[src/rtl/ufb_pkg.sv]
package ufb_pkg;
  typedef enum logic [2:0] {
    PH_RX_WAIT,
    PH_RX_RUN,
    PH_TURN_TX,
    PH_TX_RUN,
    PH_TURN_RX
  } phase_e;
endpackage

[src/rtl/ufb_counter.sv]
module ufb_counter #(
  parameter int unsigned LIMIT = 4096,
  localparam int unsigned CW = $clog2(LIMIT + 1)
) (
  input  logic          clk_i,
  input  logic          rst_ni,
  input  logic          clr_i,
  input  logic          inc_i,
  output logic [CW-1:0] cnt_o
);
  always_ff @(posedge clk_i or negedge rst_ni) begin
    if (!rst_ni)    cnt_o <= '0;
    else if (clr_i) cnt_o <= '0;
    else if (inc_i) cnt_o <= cnt_o + 1'b1;
  end
endmodule

[src/rtl/ufb_rx_fifo.sv]
module ufb_rx_fifo #(
  parameter int unsigned DEPTH = 2,
  parameter int unsigned DW = 8,
  localparam int unsigned AW = (DEPTH > 1) ? $clog2(DEPTH) : 1,
  localparam int unsigned LW = $clog2(DEPTH + 1)
) (
  input  logic          clk_i,
  input  logic          rst_ni,
  input  logic          push_i,
  input  logic [DW-1:0] din_i,
  input  logic          pop_i,
  output logic [DW-1:0] dout_o,
  output logic          valid_o,
  output logic          room_o
);
  logic [DW-1:0] mem [DEPTH];
  logic [AW-1:0] wptr, rptr;
  logic [LW-1:0] level, level_nxt;

  function automatic logic [AW-1:0] bump(input logic [AW-1:0] p);
    return (p == AW'(DEPTH - 1)) ? '0 : p + 1'b1;
  endfunction

  // room_o refers to the level after this edge: a read issued now lands next edge
  always_comb begin
    level_nxt = level + LW'(push_i) - LW'(pop_i);
    room_o    = level_nxt < LW'(DEPTH);
  end

  always_ff @(posedge clk_i or negedge rst_ni) begin
    if (!rst_ni) begin
      wptr  <= '0;
      rptr  <= '0;
      level <= '0;
    end else begin
      if (push_i) wptr <= bump(wptr);
      if (pop_i)  rptr <= bump(rptr);
      level <= level_nxt;
    end
  end

  always_ff @(posedge clk_i) begin
    if (push_i) mem[wptr] <= din_i;
  end

  assign dout_o  = mem[rptr];
  assign valid_o = level != '0;
endmodule

[src/rtl/ufb_tx_hold.sv]
module ufb_tx_hold #(
  parameter int unsigned DW = 8
) (
  input  logic          clk_i,
  input  logic          rst_ni,
  input  logic          load_i,
  input  logic [DW-1:0] din_i,
  input  logic          take_i,
  output logic          valid_o,
  output logic          valid_nxt_o,
  output logic [DW-1:0] dout_o
);
  assign valid_nxt_o = load_i | (valid_o & ~take_i);

  always_ff @(posedge clk_i or negedge rst_ni) begin
    if (!rst_ni) begin
      valid_o <= 1'b0;
      dout_o  <= '0;
    end else begin
      valid_o <= valid_nxt_o;
      if (load_i) dout_o <= din_i;
    end
  end
endmodule

[src/rtl/ufb_ctrl.sv]
module ufb_ctrl
  import ufb_pkg::*;
(
  input  logic   clk_i,
  input  logic   rst_ni,
  input  logic   rx_avail_ni,
  input  logic   tx_space_ni,
  input  logic   rx_room_i,
  input  logic   rx_last_i,
  input  logic   tx_last_i,
  input  logic   hold_valid_nxt_i,
  output phase_e phase_o,
  output logic   oe_no,
  output logic   rd_no,
  output logic   wr_no,
  output logic   bus_oe_o
);
  phase_e ph_d;
  logic   oe_d, rd_d, wr_d, boe_d;

  always_comb begin
    ph_d  = phase_o;
    oe_d  = 1'b1;
    rd_d  = 1'b1;
    wr_d  = 1'b1;
    boe_d = 1'b0;
    unique case (phase_o)
      PH_RX_WAIT: begin
        if (!rx_avail_ni) begin
          ph_d = PH_RX_RUN;
          oe_d = 1'b0;
        end
      end
      PH_RX_RUN: begin
        if (rx_last_i) begin
          ph_d = PH_TURN_TX;
        end else if (rx_avail_ni) begin
          ph_d = PH_RX_WAIT;
        end else begin
          oe_d = 1'b0;
          rd_d = ~rx_room_i;
        end
      end
      PH_TURN_TX: begin
        ph_d  = PH_TX_RUN;
        boe_d = 1'b1;
      end
      PH_TX_RUN: begin
        if (tx_last_i) begin
          ph_d = PH_TURN_RX;
        end else begin
          boe_d = 1'b1;
          wr_d  = ~(hold_valid_nxt_i & ~tx_space_ni);
        end
      end
      PH_TURN_RX: ph_d = PH_RX_WAIT;
      default:    ph_d = PH_RX_WAIT;
    endcase
  end

  always_ff @(posedge clk_i or negedge rst_ni) begin
    if (!rst_ni) begin
      phase_o  <= PH_RX_WAIT;
      oe_no    <= 1'b1;
      rd_no    <= 1'b1;
      wr_no    <= 1'b1;
      bus_oe_o <= 1'b0;
    end else begin
      phase_o  <= ph_d;
      oe_no    <= oe_d;
      rd_no    <= rd_d;
      wr_no    <= wr_d;
      bus_oe_o <= boe_d;
    end
  end
endmodule

[src/rtl/usb_fifo_bridge.sv]
module usb_fifo_bridge
  import ufb_pkg::*;
#(
  parameter int unsigned FRAME_BYTES = 4096,
  parameter int unsigned RX_DEPTH = 2,
  parameter int unsigned DW = 8,
  localparam int unsigned CW = $clog2(FRAME_BYTES + 1)
) (
  input  logic          clk_i,
  input  logic          rst_ni,
  input  logic          rx_avail_ni,
  input  logic          tx_space_ni,
  output logic          out_en_no,
  output logic          rd_stb_no,
  output logic          wr_stb_no,
  input  logic [DW-1:0] bus_i,
  output logic [DW-1:0] bus_o,
  output logic          bus_oe_o,
  output logic [DW-1:0] rx_data_o,
  output logic          rx_valid_o,
  input  logic          rx_ready_i,
  input  logic [DW-1:0] tx_data_i,
  input  logic          tx_valid_i,
  output logic          tx_ready_o
);
  phase_e        phase;
  logic [CW-1:0] rx_cnt, tx_cnt, ld_cnt;
  logic          capture, write, pop, load;
  logic          rx_room, rx_last, tx_last, ld_full;
  logic          hold_valid, hold_valid_nxt;

  // chip-side transfers happen only on edges where flag and strobe are both low
  assign capture = ~rx_avail_ni & ~rd_stb_no;
  assign write   = ~tx_space_ni & ~wr_stb_no;
  assign pop     = rx_valid_o & rx_ready_i;
  assign rx_last = capture & (rx_cnt == CW'(FRAME_BYTES - 1));
  assign tx_last = write & (tx_cnt == CW'(FRAME_BYTES - 1));
  assign ld_full = ld_cnt == CW'(FRAME_BYTES);

  assign tx_ready_o = (phase == PH_TX_RUN) & ~ld_full & (~hold_valid | write);
  assign load       = tx_valid_i & tx_ready_o;

  ufb_ctrl u_ctrl (
    .clk_i            (clk_i),
    .rst_ni           (rst_ni),
    .rx_avail_ni      (rx_avail_ni),
    .tx_space_ni      (tx_space_ni),
    .rx_room_i        (rx_room),
    .rx_last_i        (rx_last),
    .tx_last_i        (tx_last),
    .hold_valid_nxt_i (hold_valid_nxt),
    .phase_o          (phase),
    .oe_no            (out_en_no),
    .rd_no            (rd_stb_no),
    .wr_no            (wr_stb_no),
    .bus_oe_o         (bus_oe_o)
  );

  ufb_rx_fifo #(.DEPTH(RX_DEPTH), .DW(DW)) u_rx_fifo (
    .clk_i   (clk_i),
    .rst_ni  (rst_ni),
    .push_i  (capture),
    .din_i   (bus_i),
    .pop_i   (pop),
    .dout_o  (rx_data_o),
    .valid_o (rx_valid_o),
    .room_o  (rx_room)
  );

  ufb_tx_hold #(.DW(DW)) u_tx_hold (
    .clk_i       (clk_i),
    .rst_ni      (rst_ni),
    .load_i      (load),
    .din_i       (tx_data_i),
    .take_i      (write),
    .valid_o     (hold_valid),
    .valid_nxt_o (hold_valid_nxt),
    .dout_o      (bus_o)
  );

  ufb_counter #(.LIMIT(FRAME_BYTES)) u_rx_cnt (
    .clk_i (clk_i), .rst_ni (rst_ni),
    .clr_i (phase == PH_TURN_RX), .inc_i (capture), .cnt_o (rx_cnt)
  );

  ufb_counter #(.LIMIT(FRAME_BYTES)) u_tx_cnt (
    .clk_i (clk_i), .rst_ni (rst_ni),
    .clr_i (phase == PH_TURN_TX), .inc_i (write), .cnt_o (tx_cnt)
  );

  ufb_counter #(.LIMIT(FRAME_BYTES)) u_ld_cnt (
    .clk_i (clk_i), .rst_ni (rst_ni),
    .clr_i (phase == PH_TURN_TX), .inc_i (load), .cnt_o (ld_cnt)
  );
endmodule

[config.mk]
export PLATFORM = sky130hd
export DESIGN_NAME = usb_fifo_bridge
export DESIGN_NICKNAME = d
export VERILOG_FILES = /design/src/rtl/ufb_pkg.sv /design/src/rtl/ufb_counter.sv /design/src/rtl/ufb_rx_fifo.sv /design/src/rtl/ufb_tx_hold.sv /design/src/rtl/ufb_ctrl.sv /design/src/rtl/usb_fifo_bridge.sv
export SDC_FILE = /design/constraint.sdc
export NUM_CORES = 1
export LEC_CHECK = 0
export ABC_AREA = 1
export ABC_CLOCK_PERIOD_IN_PS = 1400
export BUFFER_PORTS_ARGS = -buffer_cell sky130_fd_sc_hd__buf_2
export CAP_MARGIN = 30
export CORE_MARGIN = 3
export CORE_UTILIZATION = 39
export DETAILED_ROUTE_END_ITERATION = 7
export RECOVER_POWER = 100
export SYNTH_ARGS = -nofsm -noshare
export SYNTH_HDL_FRONTEND = slang
export SYNTH_SLANG_ARGS = --single-unit
[constraint.sdc]
create_clock -name clk_i -period 1.4 [get_ports clk_i]
set_input_delay 0.07 -clock clk_i [delete_from_list [all_inputs] [get_ports clk_i]]
set_output_delay 0.07 -clock clk_i [all_outputs]
set_load 0.01 [all_outputs]
==> flow_summary.yaml <==
run_status:
  status: "finished with violations"
  violations: "negative setup slack"
layout:
  antenna_cells: 0
  layout.nets: 611
  area_growth_syn_to_layout_pct: 44.35
  layout_commonest_cell: "nand2_1"
  layout_common_cells: "nand2_1, dfrtp_1, buf_4"
  drive_gt1_share_pct: 33.84
  n_fill_cell: 812
global_routing:
  top_usage_layer: "met2"
  grt_util_met1_pct: 21.18
  grt_use_met3_pct: 3.614
  grtUsageMet2_pct: 27.52
  grt_use_total_pct: 16.36
  grt_max_degree: 60
  grt_overflow: 0
  grt_pass1_wl_um: 14770
  antenna_found_initial: 0
  grt_pass1_vias: 3372
setup_path:
  cp.required_ps: 1330
  critPathCaptureType: "primary output"
  cp.arrival_ps: 1540
  critPathMaxFanout: 2
  rrSetupSlack_ps: -160
  crit_buf_inv: 4
  reg2reg_from: "u_ld_cnt.cnt_o[1]"
  reg2regPathDepth: 11
  cp_top_family: "flip-flops"
  slowest_delay_ps: 400
  crit_type: "reg -> out"
  slowest_stage: "dfrtp_1"
  worst_setup_path_start_kind: "flop"
  crit_chain: "inv_2 > ha_4 > nand2_2 > nor3_2 > nand2_1 > nand2_2 > buf_6 > inv_2 > buf_6"
  rr_endpoint: "u_ld_cnt.cnt_o[8]"
drt:
  vias: 3380
  final_antenna_net_count: 0
  drcViolationCount: 0
  drt-vias-per-instance: 4.714
  first_pass_iters: 4
  drt_iter0_drc: 136
  avgRoutedWirePerCell_um: 12.51
  wl_um: 8967
cts:
  clock_sinks: 75
  cts_tree: "built"
  cts_root_buf: "clkbuf_8"
  numCtsBuffers: 9
  clk_pin_slew_ps: 80
  insertion_delay_ps: 350
  clock_path_buffers: 2
  h-tree-depth: 3
timing:
  slew_violations: 0
  timing.final.ws_setup_ps: -205.5
  fin_skew_ps: 9.393
  worst_pin_slew_ps: 811.0
  max_slew_margin_pct: 45.94
  finalSetupViolCount: 28
  final_hold_viol_count: 0
  rsz0062_at_grt: "yes"
  final.period_utilization_pct: 114.7
  fmax_mhz: 622.9
  period_minus_slack_ps: 1605
die:
  io_pins: 44
  row_count: 35
  die_width_um: 103.7
  core-area_um2: 9240
  chipHeight_um: 103.7
  fp.dieArea_um2: 10750
  start_util_pct: 40.27
synth:
  ys.warnings.count: 0
  ys_seq_area_share_pct: 52.69
  syn_nets: 477
  yosys_most_used_dff: "dfrtp_1"
  synth-xor-area-share_pct: 2.354
  synth_edf_count: 16
  synth_compound_area_share_pct: 6.759
  synth_top_family_by_area: "simple AND/OR/NAND/NOR gates"
  netlist_area_um2: 3721
  yosys_register_bits: 75
  synthAdderAreaFrac_pct: 2.017
  synthDistinctLibCells: 32
  async_flop_share_pct: 78.67
  syn_inst: 449
  yosys.area_share.simple_pct: 29.66
  avgSynthCellArea_um2: 8.287
  synthMuxAreaShare_pct: 0
place:
  gp_congestion: 0.8775
  place_ws_ps: -151.9
  portBuffers: 43
  place_hpwl_um: 5740
power:
  vdd_ir_drop_max_uv: 696.5
  power.density_nw_per_um2: 1324
  p_leak_uw: 0.002552
  report.power.total_uw: 7112
flow_run:
  max-cap-violations: 0
hold_path:
  worstHoldStart: "rx_avail_ni"
  hold_end: "u_ctrl.oe_no"
  hold_class: "in -> reg"
  holdPathStages: 3
==> logic make-up (layout without fill, tap and decap cells) <==
group                    after synthesis  count (layout)
AND/OR/NAND/NOR                      257             257
buffers and inverters                 56             195
XOR/XNOR                              10              10
AO/OA/AOI/OAI                         45              45
adder cells (fa/ha/maj)                6               6
flip-flops                            75              75
==> final cells by class <==
cell class | instances | area, um^2 | share of cell area (%)
Clock buffer | 9 | 123.9 | 2.306
Tap cell | 129 | 161.4 | 3.005
Clock inverter | 7 | 98.84 | 1.840
Timing Repair inverter | 1 | 7.507 | 0.1398
Sequential cell | 75 | 1962 | 36.52
Multi-Input combinational cell | 318 | 1843 | 34.31
Timing Repair Buffer | 130 | 984.7 | 18.33
Inverter | 48 | 190.2 | 3.541
==> layer usage <==
layer  vias to the layer above  part of all wire (%)
met5                         -                     0
met4                         0                  0.85
met3                        10                   3.9
met2                        68                    52
met1                      1594                    43
li1                       1708                     -
==> power breakdown <==
| part | switching (uW) | internal [uW] |
|---|---|---|
| combinational | 1270 | 1070 |
| clock | 858 | 1020 |
| sequential | 255 | 2640 |
| total | 2380 | 4730 |
==> worst max-delay path by stage <==
stage,startpoint,endpoint,slack (ps),cells after the start
after floorplan,u_rx_fifo.level[1],u_rx_fifo.level[1],-90,8
final,u_ld_cnt.cnt_o[1],tx_ready_o,-210,9
after global placement,u_rx_fifo.level[1],u_ctrl.rd_no,-80,8
after global routing,u_ld_cnt.cnt_o[1],tx_ready_o,-300,9
after CTS,u_ld_cnt.cnt_o[0],tx_ready_o,-230,9
after detailed placement,u_rx_fifo.level[1],u_ctrl.rd_no,-150,8
==> cells in the mapped netlist (3+ instances only) <==
cell type  instances  area share (%)
nand2_1          142              14
dfrtp_1           56              38
nor2_1            55             5.5
inv_1             46             4.6
nand3_1           31             4.2
o21ai_0           20             2.7
a21oi_1           18             2.4
edfxtp_1          16              13
xor2_1             9             2.1
nand4_1            8             1.3
ha_1               6             2.0
nor3_1             6            0.81
nor2_4             4             1.2
buf_2              3            0.40
buf_4              3            0.61
dfstp_2            3             2.1
o211ai_1           3            0.61
==> per-stage QoR <==
| stage | setup TNS, ps | hold WS (ps) | util [%] | instances | instance area, um^2 |
|---|---|---|---|---|---|
| after floorplan | -181.2 | -225.6 | - | 449 | 3746 |
| after global placement | -271.8 | 105.5 | 48.30 | 663 | 4463 |
| after detailed placement | -518.3 | 106.8 | 48.30 | 663 | 4463 |
| after CTS | -1937 | 30.77 | 54.56 | 703 | 5041 |
| after global routing | -7622 | 57.48 | 58.13 | 717 | 5371 |
| final | -3531 | 47.35 | 58.13 | 717 | 5371 |
==> state kept, by name, indices dropped and copies added, names as in the netlist <==
register           cells
u_ctrl.bus_oe_o        1
u_ctrl.oe_no           1
u_ctrl.phase_o         3
u_ctrl.rd_no           1
u_ctrl.wr_no           1
u_ld_cnt.cnt_o        13
u_rx_cnt.cnt_o        13
u_rx_fifo.level        2
u_rx_fifo.mem         16
u_rx_fifo.rptr         1
u_rx_fifo.wptr         1
u_tx_cnt.cnt_o        13
u_tx_hold.dout_o       8
u_tx_hold.valid_o      1
==> worst register-to-register path, cell delays in order, from the launching register on <==
cell and delay [ps]:
dfrtp_1 400, inv_2 80, ha_4 130, nand2_2 50, nor3_2 140, nand2_1 100, buf_4 150, nand3_4 100
buf_6 130, nand2_8 70, nand2_1 70, nand2_1 50
==> repair_timing <==
action / 4_1_cts / 5_1_grt
gates cloned: 1 / 2
hold endpoints to repair: 83 / 0
setup endpoints to repair: 30 / 61
gates resized for setup: 35 / 87
buffers inserted: 5 / 12
pin swaps: 13 / 22
hold buffers: 18 / 0
Power figures use the tool's default switching activity.
